--- src/rtl/vlblk_pkg.sv ---
package vlblk_pkg;

  typedef enum logic [1:0] {
    VM_CLIP = 2'b00,
    VM_REG  = 2'b01,
    VM_BOTH = 2'b10,
    VM_RSV  = 2'b11
  } vmode_e;

  localparam int REG_W = 5;
  localparam int CMP_W = 3;
  // compact window starts at x8: the top two index bits are 01
  localparam logic [REG_W-CMP_W-1:0] CMP_HI = 2'b01;

endpackage

--- src/rtl/vlblk_decode.sv ---
module vlblk_decode
  import vlblk_pkg::*;
#(
  parameter int VL_W = 8
) (
  input  logic [1:0]       mode,
  input  logic [VL_W-1:0]  imm,
  input  logic [REG_W-1:0] rd_f,
  input  logic [CMP_W-1:0] rs1_c,
  input  logic [CMP_W-1:0] rd_c,
  output vmode_e           kind,
  output logic             rsv_bad,
  output logic [REG_W-1:0] src_addr,
  output logic [REG_W-1:0] dst_addr,
  output logic             dst_ok
);

  logic any_field;

  assign kind      = vmode_e'(mode);
  assign any_field = (|imm) | (|rd_f) | (|rs1_c) | (|rd_c);
  assign rsv_bad   = (kind == VM_RSV) && any_field;
  assign src_addr  = {CMP_HI, rs1_c};

  always_comb begin
    dst_addr = '0;
    dst_ok   = 1'b0;
    unique case (kind)
      VM_REG: begin
        dst_addr = {CMP_HI, rd_c};
        dst_ok   = 1'b1;
      end
      VM_CLIP, VM_BOTH: begin
        dst_addr = rd_f;
        dst_ok   = (rd_f != '0);
      end
      default: begin
        dst_addr = '0;
        dst_ok   = 1'b0;
      end
    endcase
  end

endmodule

--- src/rtl/vlblk_clamp.sv ---
module vlblk_clamp #(
  parameter int SRC_W = 32,
  parameter int LIM_W = 8
) (
  input  logic [SRC_W-1:0] src,
  input  logic [LIM_W-1:0] lim,
  output logic [LIM_W-1:0] res
);

  generate
    if (SRC_W > LIM_W) begin : g_wide
      logic hi_set;
      assign hi_set = |src[SRC_W-1:LIM_W];
      assign res    = (hi_set || (src[LIM_W-1:0] > lim)) ? lim : src[LIM_W-1:0];
    end else begin : g_narrow
      logic [LIM_W-1:0] ext;
      assign ext = LIM_W'(src);
      assign res = (ext > lim) ? lim : ext;
    end
  endgenerate

endmodule

--- src/rtl/vlblk_exec.sv ---
module vlblk_exec
  import vlblk_pkg::*;
#(
  parameter int VL_W = 8,
  parameter int XLEN = 32
) (
  input  logic             clk,
  input  logic             rst,
  input  logic             go,
  input  logic [1:0]       mode,
  input  logic [VL_W-1:0]  imm,
  input  logic [4:0]       rd_f,
  input  logic [2:0]       rs1_c,
  input  logic [2:0]       rd_c,
  output logic [4:0]       rs1_addr,
  input  logic [XLEN-1:0]  rs1_val,
  input  logic [VL_W-1:0]  cur_mvl,
  output logic             done,
  output logic             illegal,
  output logic             vl_we,
  output logic             mvl_we,
  output logic [VL_W-1:0]  vl_out,
  output logic [VL_W-1:0]  mvl_out,
  output logic             wr_en,
  output logic [4:0]       wr_addr,
  output logic [XLEN-1:0]  wr_data
);

  localparam int PAD_W = XLEN - VL_W;

  vmode_e           kind;
  logic             rsv_bad;
  logic [REG_W-1:0] dst_addr;
  logic             dst_ok;
  logic [VL_W-1:0]  imm_clip;
  logic [VL_W-1:0]  reg_clip;

  logic [VL_W-1:0]  nx_vl;
  logic [VL_W-1:0]  nx_mvl;
  logic             nx_upd;
  logic             nx_mvl_we;

  vlblk_decode #(.VL_W(VL_W)) u_dec (
    .mode     (mode),
    .imm      (imm),
    .rd_f     (rd_f),
    .rs1_c    (rs1_c),
    .rd_c     (rd_c),
    .kind     (kind),
    .rsv_bad  (rsv_bad),
    .src_addr (rs1_addr),
    .dst_addr (dst_addr),
    .dst_ok   (dst_ok)
  );

  vlblk_clamp #(.SRC_W(VL_W), .LIM_W(VL_W)) u_clip_imm (
    .src (imm),
    .lim (cur_mvl),
    .res (imm_clip)
  );

  vlblk_clamp #(.SRC_W(XLEN), .LIM_W(VL_W)) u_clip_reg (
    .src (rs1_val),
    .lim (cur_mvl),
    .res (reg_clip)
  );

  always_comb begin
    nx_vl     = vl_out;
    nx_mvl    = mvl_out;
    nx_upd    = 1'b0;
    nx_mvl_we = 1'b0;
    unique case (kind)
      VM_CLIP: begin
        nx_vl  = imm_clip;
        nx_mvl = cur_mvl;
        nx_upd = 1'b1;
      end
      VM_REG: begin
        nx_vl  = reg_clip;
        nx_mvl = cur_mvl;
        nx_upd = 1'b1;
      end
      VM_BOTH: begin
        nx_vl     = imm;
        nx_mvl    = imm;
        nx_upd    = 1'b1;
        nx_mvl_we = 1'b1;
      end
      default: begin
        nx_upd = 1'b0;
      end
    endcase
  end

  always_ff @(posedge clk) begin
    if (rst) begin
      done    <= 1'b0;
      illegal <= 1'b0;
      vl_we   <= 1'b0;
      mvl_we  <= 1'b0;
      wr_en   <= 1'b0;
      wr_addr <= '0;
      wr_data <= '0;
      vl_out  <= '0;
      mvl_out <= '0;
    end else begin
      done    <= go;
      illegal <= go && rsv_bad;
      vl_we   <= go && nx_upd;
      mvl_we  <= go && nx_mvl_we;
      wr_en   <= go && nx_upd && dst_ok;
      if (go && nx_upd) begin
        vl_out  <= nx_vl;
        mvl_out <= nx_mvl;
        wr_addr <= dst_addr;
        wr_data <= {{PAD_W{1'b0}}, nx_vl};
      end
    end
  end

  // a clipped length never exceeds the MVL it was clipped against
  p_vl_le_mvl_r2: assert property (@(posedge clk) disable iff (rst)
    vl_we |-> (vl_out <= mvl_out));

  // setting both leaves VL equal to MVL
  p_both_equal_r3: assert property (@(posedge clk) disable iff (rst)
    mvl_we |-> (vl_we && (vl_out == mvl_out)));

  // register mode writes only inside the compact window
  p_cmp_window_r4: assert property (@(posedge clk) disable iff (rst)
    (wr_en && ($past(mode) == 2'b01)) |-> (wr_addr[4:3] == 2'b01));

  // register x0 is never written
  p_no_x0_r5: assert property (@(posedge clk) disable iff (rst)
    wr_en |-> (wr_addr != 5'd0));

  // an illegal request changes nothing
  p_illegal_quiet_r6: assert property (@(posedge clk) disable iff (rst)
    illegal |-> (done && !wr_en && !vl_we && !mvl_we));

  p_illegal_hold_r6: assert property (@(posedge clk) disable iff (rst)
    illegal |-> ($stable(vl_out) && $stable(mvl_out)));

  // one result pulse per strobe, one cycle later
  p_done_follows_r8: assert property (@(posedge clk) disable iff (rst)
    go |=> done);

  p_no_spurious_r8: assert property (@(posedge clk) disable iff (rst)
    !go |=> (!done && $stable(vl_out) && $stable(mvl_out)));

endmodule

--- config.mk ---
export PLATFORM = sky130hd
export DESIGN_NAME = vlblk_exec
export DESIGN_NICKNAME = d
export VERILOG_FILES = /design/src/rtl/vlblk_pkg.sv /design/src/rtl/vlblk_decode.sv /design/src/rtl/vlblk_clamp.sv /design/src/rtl/vlblk_exec.sv
export SDC_FILE = /design/constraint.sdc
export NUM_CORES = 1
export LEC_CHECK = 0
export CAP_MARGIN = 20
export CORE_UTILIZATION = 39
export CTS_CLUSTER_SIZE = 20
export DETAILED_ROUTE_END_ITERATION = 8
export PLACE_DENSITY = 0.83
export SLEW_MARGIN = 10
export SYNTH_ARGS = -nofsm -noshare
export SYNTH_HDL_FRONTEND = slang
export SYNTH_SLANG_ARGS = --single-unit
--- constraint.sdc ---
create_clock -name clk -period 2.9 [get_ports clk]
set_clock_uncertainty 0.1 [all_clocks]
set_input_delay 0.87 -clock clk [delete_from_list [all_inputs] [get_ports clk]]
set_output_delay 0.87 -clock clk [all_outputs]
set_load 0.1 [all_outputs]
* Yosys cells after proc, flatten, opt, wreduce, memory -nomap -nowiden
Index checks and enable logic that the tools add are counted.
** Storage, ports and cells
- Bits in registers :: 26
- Word-level logic and storage cells :: 44
- Bits in read-only memories :: 0
- Memories :: 0
- Output and inout port bits :: 63
- Latch bits :: 0
- Bits of input ports :: 64
- RAM bits :: 0
** Cells by class
- Add/subtract/negate cells :: 0
- Bitwise gates (word level) :: 3
- Multiplexer cells :: 8
- Magnitude comparators :: 2
- Shift-type cells :: 0
- Reduce and logical (&&, ||, !) cells :: 20
- Multipliers :: 0
- Equality and inequality tests :: 3
- Div/mod/pow operators :: 0
** Operator list (count)
- $pmux W8 S3 :: 1
- $reduce_or A24 Y1 :: 1
- $gt A8 B8 Y1 :: 2
- $mux W8 :: 2
- $pmux W8 S2 :: 1
- $pmux W5 S2 :: 1
- $reduce_or A3 Y1 :: 3
- $reduce_or A8 Y1 :: 1
- $logic_and A1 B1 Y1 :: 5
- $reduce_bool A5 Y1 :: 1
- $reduce_or A5 Y1 :: 1
- $eq A2 B2 Y1 const B :: 2
- $reduce_and A2 Y1 :: 2
- $reduce_or A2 Y1 :: 2
- $or A1 B1 Y1 :: 3
- $reduce_bool A3 Y1 :: 1
- $eq A2 B1 Y1 const B :: 1
- $logic_not A2 Y1 :: 1
- $mux W1 :: 2
- $pmux W1 S2 :: 1
- $reduce_bool A2 Y1 :: 1
- $logic_or A1 B1 Y1 :: 1

* Logic depth before layout (Yosys ltp)
- Depth in word-level cells :: 6
- Mapped depth :: 9

* Cells and area by module
A second synthesis with hierarchy kept.
** Second synthesis, totals
- Cells, all modules :: 267
- Area, all modules :: 2299.7 um^2
** By module, submodules not included
- vlblk_exec :: area each 1418.9 um^2, cells each 160, instances 1, seq. area each 520.5 um^2
- vlblk_clamp at u_clip_reg :: area each 407.9 um^2, cells each 47, instances 1, seq. area each 0.0 um^2
- vlblk_clamp at u_clip_imm :: area each 304.0 um^2, cells each 35, instances 1, seq. area each 0.0 um^2
- vlblk_decode :: area each 168.9 um^2, cells each 25, instances 1, seq. area each 0.0 um^2

* Worst setup path before layout
Ideal clock, no wire load.
- Path kind :: input port to flip-flop
- From :: in cur_mvl[3]
- To :: reg wr_data[6]
- Required time :: 2685 ps
- Library setup time :: 115 ps
- Arrival :: 2226 ps
- Stages on the path :: 8
- Path slack :: 460 ps
- Path through :: inv_1 > ha_1 > and4b_1 > a211oi_2 > o22ai_4 > mux2i_1 > a22oi_2 > o21a_1
** Between the ends
- Word-level cells in the longest chain between the ends :: 4
- Elaborated cells between the ends (all ways) :: 6
** RTL lines
- from (decl) :: line vlblk_exec.sv:17 : input logic [VL_W-1:0] cur_mvl,
- $gt A8 B8 Y1 :: line vlblk_clamp.sv:14 : assign res = (hi_set || (src[LIM_W-1:0] > lim)) ? lim : src[LIM_W-1:0];
- $logic_or A1 B1 Y1 :: line vlblk_clamp.sv:14
- $mux W8 :: line vlblk_clamp.sv:14
- $pmux W8 S3 * :: line vlblk_exec.sv:73 : unique case (kind)
- to (signal assigned) :: line vlblk_exec.sv:117 : wr_data <= {{PAD_W{1'b0}}, nx_vl};
- to (decl) :: line vlblk_exec.sv:26 : output logic [XLEN-1:0] wr_data
Mark *: on every way between the ends. The rest lies on a longest branch, timed or not.
A chain may end at the register's enable or synchronous reset.

* Worst setup path in the final report
- From :: in cur_mvl[6]
- To :: reg wr_data[3]
The elaborated chain is that of the path after synthesis.

==> results.yml <==
outcome:
  outcome: "complete, no violations"
setup_path:
  internal_reg_to_reg_setup_slack_ps: 1850
  criticalPathCategory: "in -> reg"
  setup.worst_path.start: "cur_mvl[6]"
  critPathCaptureType: "flip-flop"
  r2r-end: "wr_data[2]$_SDFFE_PP0P_"
  critPathLaunchType: "primary input"
  worst-endpoint-required_ps: 2990
  reg2regPathDepth: 3
  cp_max_fo: 3
  worst_r2r_startpoint: "wr_data[2]$_SDFFE_PP0P_"
  critical_path_arrival_ps: 2940
  cp_cell_sequence: "clkdlybuf4s50_1, inv_1, ha_1, nand4_1, nand2b_4, o22ai_4, buf_4, mux2i_1, a22oi_1, o21a_1"
  worst_path_max_delay_cell: "clkdlybuf4s50_1"
  setup.worst_path.end: "wr_data[3]$_SDFFE_PP0P_"
  slowest_delay_ps: 540
clocking:
  clock_pin_transition_on_the_worst_setup_and_hold_timing_paths_ps: 100
  numCtsBuffers: 3
  clock_tree.root_cell: "clkbuf_8"
  cts.path.max_buffers: 2
  cts.htree.levels: 1
  clkSinkCount: 26
  cts_tree: "done"
  ctsHoldBuffers: 0
  insertion_delay_ps: 280
global_routing:
  grt_util_all_layers_pct: 22.5
  grt_first_pass_wirelength_mm: 11.0
  number_of_global_route_vias_before_repair: 2458
  antenna_found_initial: 0
  grt_start_max_net_pins: 19
  globalRouteOverflowTotal: 0
pwr:
  power.share.combinational_pct: 53.4
  p_total_w: 0.00153
  power.switching_w: 0.000719
  p_leak_nw: 1.53
  p_clk_share_pct: 20.7
  worst_ir_drop_vdd_mv: 0.215
  power_per_cell_area_nw_per_um2: 452
  internal_power_w: 0.000814
  netSwitchingFraction_pct: 46.9
  sequentialPowerShare_pct: 25.9
floorplan:
  ioPinCount: 127
  floorplan.rows: 27
  die_h_um: 78.0
  floorplan.core_area_um2: 5540
  initial_utilization_pct: 40.7
  design.die.area_um2: 6080
  die_w_um: 78.0
routing:
  drt-pass1-iter-count: 4
  drtIter0Drc: 150
  route.vias.total: 2503
  drt_drc_violations_left: 0
  avgViaCountPerCell: 5.37
  wl_per_cell_um: 15.0
  drt_wl_total_mm: 7.00
  ant_nets: 0
logic_synthesis:
  postSynthRegisterBits: 26
  syn_inst: 286
  netlist_top_cells_area: "dfxtp_1, buf_4, ha_1, mux2i_1, nand2_1"
  yosys.cell_types.count: 40
  synthesis.area_um2: 2250
  share_of_flip_flops_with_an_asynchronous_set_or_reset_after_synthesis_pct: 0
  synth_top_cell_area_share_pct: 23.1
  synth_seq_area_share_pct: 23.1
  synth.avg_cell_area_um2: 7.87
  synth_enable_flop_cells: 0
  yosysWarnings: 0
  postSynth.topFlopCell: "dfxtp_1"
  yosys.area.top_type: "dfxtp_1"
placed_design:
  hpwlAfterDp_mm: 5.40
  globalplace.congestion: 0.942
  number_of_buffer_cells_added_on_primary_ports: 100
sta:
  fmaxAchievable_mhz: 350
  report.final.slew_viol_count: 0
  max_slew_margin_pct: 54.7
  number_of_failing_hold_endpoints_at_the_final_stage: 0
  setup-violations-final: 0
  post-route-min-period_ps: 2860
  worst_hold_slack_ps: 360
  fin_tns_setup_ps: 0
  worstMarginPinSlew_ps: 679
  final.period_utilization_pct: 98.5
final_layout:
  final_cell_mix: "buf_4, clkdlybuf4s50_1, nand2_1, conb_1, dfxtp_1"
  finish.net_count: 480
  layout-drive-gt1-share_pct: 20.6
  antenna_cells_inserted: 0
  layout-area-overhead-vs-synth_pct: 50.6
  filler_cell_count: 477
  layout_commonest_cell: "buf_4"
hold_path:
  min-delay-path-class: "reg -> reg"
job:
  cap_viol_max_count: 0
## final cells by class
cell class                 instances  area (um2)  share of cell area, %
clock buffer                       3        41.3                   1.22
clock inverter                     1        30.0                  0.885
inverter                          12        45.0                   1.33
multi-input combinational        221        1460                   43.1
sequential                        26         520                   15.3
tap                               72        90.1                   2.66
timing repair buffer             131        1200                   35.5
## cells in the mapped netlist, types with 2 or more instances
master	count
o21a_1	9
buf_1	2
dfxtp_1	26
a21oi_1	21
nand3_1	9
nor2b_1	3
inv_1	12
conb_1	2
mux2i_1	17
buf_4	37
nor4_1	9
a22oi_1	7
nand4_1	5
nor2_1	9
ha_1	21
o21ai_0	6
a221oi_1	3
o211ai_1	2
clkbuf_1	7
o2111ai_1	8
nand2_1	41
a211oi_1	2
nand2b_1	5
buf_2	3
nor3_1	4
a311oi_1	2
## worst max-delay path, delay by kind of cell
kind | cells | cell delay, ps
AOI/OAI and AO/OA | 3 | 430
buffers and inverters | 3 | 810
and+or+nand+nor | 2 | 310
adders and majority gates | 1 | 300
muxes | 1 | 220
## worst min path at each step
stage | from | to | cells after the start
final | mvl_out[6]$_SDFFE_PP0P_ | mvl_out[6]$_SDFFE_PP0P_ | 2
after global routing | mvl_out[3]$_SDFFE_PP0P_ | mvl_out[3]$_SDFFE_PP0P_ | 2
after CTS | mvl_out[6]$_SDFFE_PP0P_ | mvl_out[6]$_SDFFE_PP0P_ | 2
after detailed placement | mvl_out[6]$_SDFFE_PP0P_ | mvl_out[6]$_SDFFE_PP0P_ | 2
after global placement | mvl_out[6]$_SDFFE_PP0P_ | mvl_out[6]$_SDFFE_PP0P_ | 2
after floorplan | mvl_out[1]$_SDFFE_PP0P_ | mvl_out[1]$_SDFFE_PP0P_ | 2
## repair_timing
item                                    in CTS  in global routing
endpoints found under the hold margin        0                  0
endpoints found under the setup margin       0                  8
gates resized for setup                      0                  8
setup buffers                                0                  0
## state kept, by name, summed over array words and instances, names as in the netlist
| name | flops |
|---|---|
| mvl_out | 8 |
| wr_data | 8 |
| done | 1 |
| wr_addr | 5 |
| mvl_we | 1 |
| wr_en | 1 |
| vl_we | 1 |
| illegal | 1 |
## per-stage QoR
stage | cell area (um2) | instances | util [%] | setup WS [ps]
after floorplan | 2340 | 310 | - | 460
after global placement | 3280 | 462 | 59.2 | -173
after detailed placement | 3280 | 462 | 59.2 | -272
after CTS | 3350 | 466 | 60.5 | 11.5
after global routing | 3390 | 466 | 61.2 | -27.9
final | 3390 | 466 | 61.2 | 42.2
## per-layer routing
metal	GRT usage [%]	share of wire [%]	wire length (um)	vias up
met5	0	0	0	-
met4	5.00	0.66	46	0
met3	2.82	6.3	438	6
met2	43.1	53	3680	118
met1	26.2	41	2840	1192
li1	-	-	-	1187
## kinds of logic after synthesis
family	synth area share [%]
adder cells (fa/ha/maj)	11.7
flip-flops	23.1
buffers and inverters	17.2
other	0.333
multiplexers	7.56
AND/OR/NAND/NOR	19.4
AO/OA/AOI/OAI	20.7
## power groups by stage
stage / logic [W] / clock network (W) / registers, W
floorplan: 0.000431 / 0 / 0.000568
global placement: 0.000791 / 0 / 0.000403
detailed placement: 0.000800 / 0 / 0.000405
CTS: 0.000804 / 0.000315 / 0.000396
global route: 0.000853 / 0.000329 / 0.000400
finish: 0.000819 / 0.000317 / 0.000397
No activity file was read; power rests on OpenSTA's default activity.
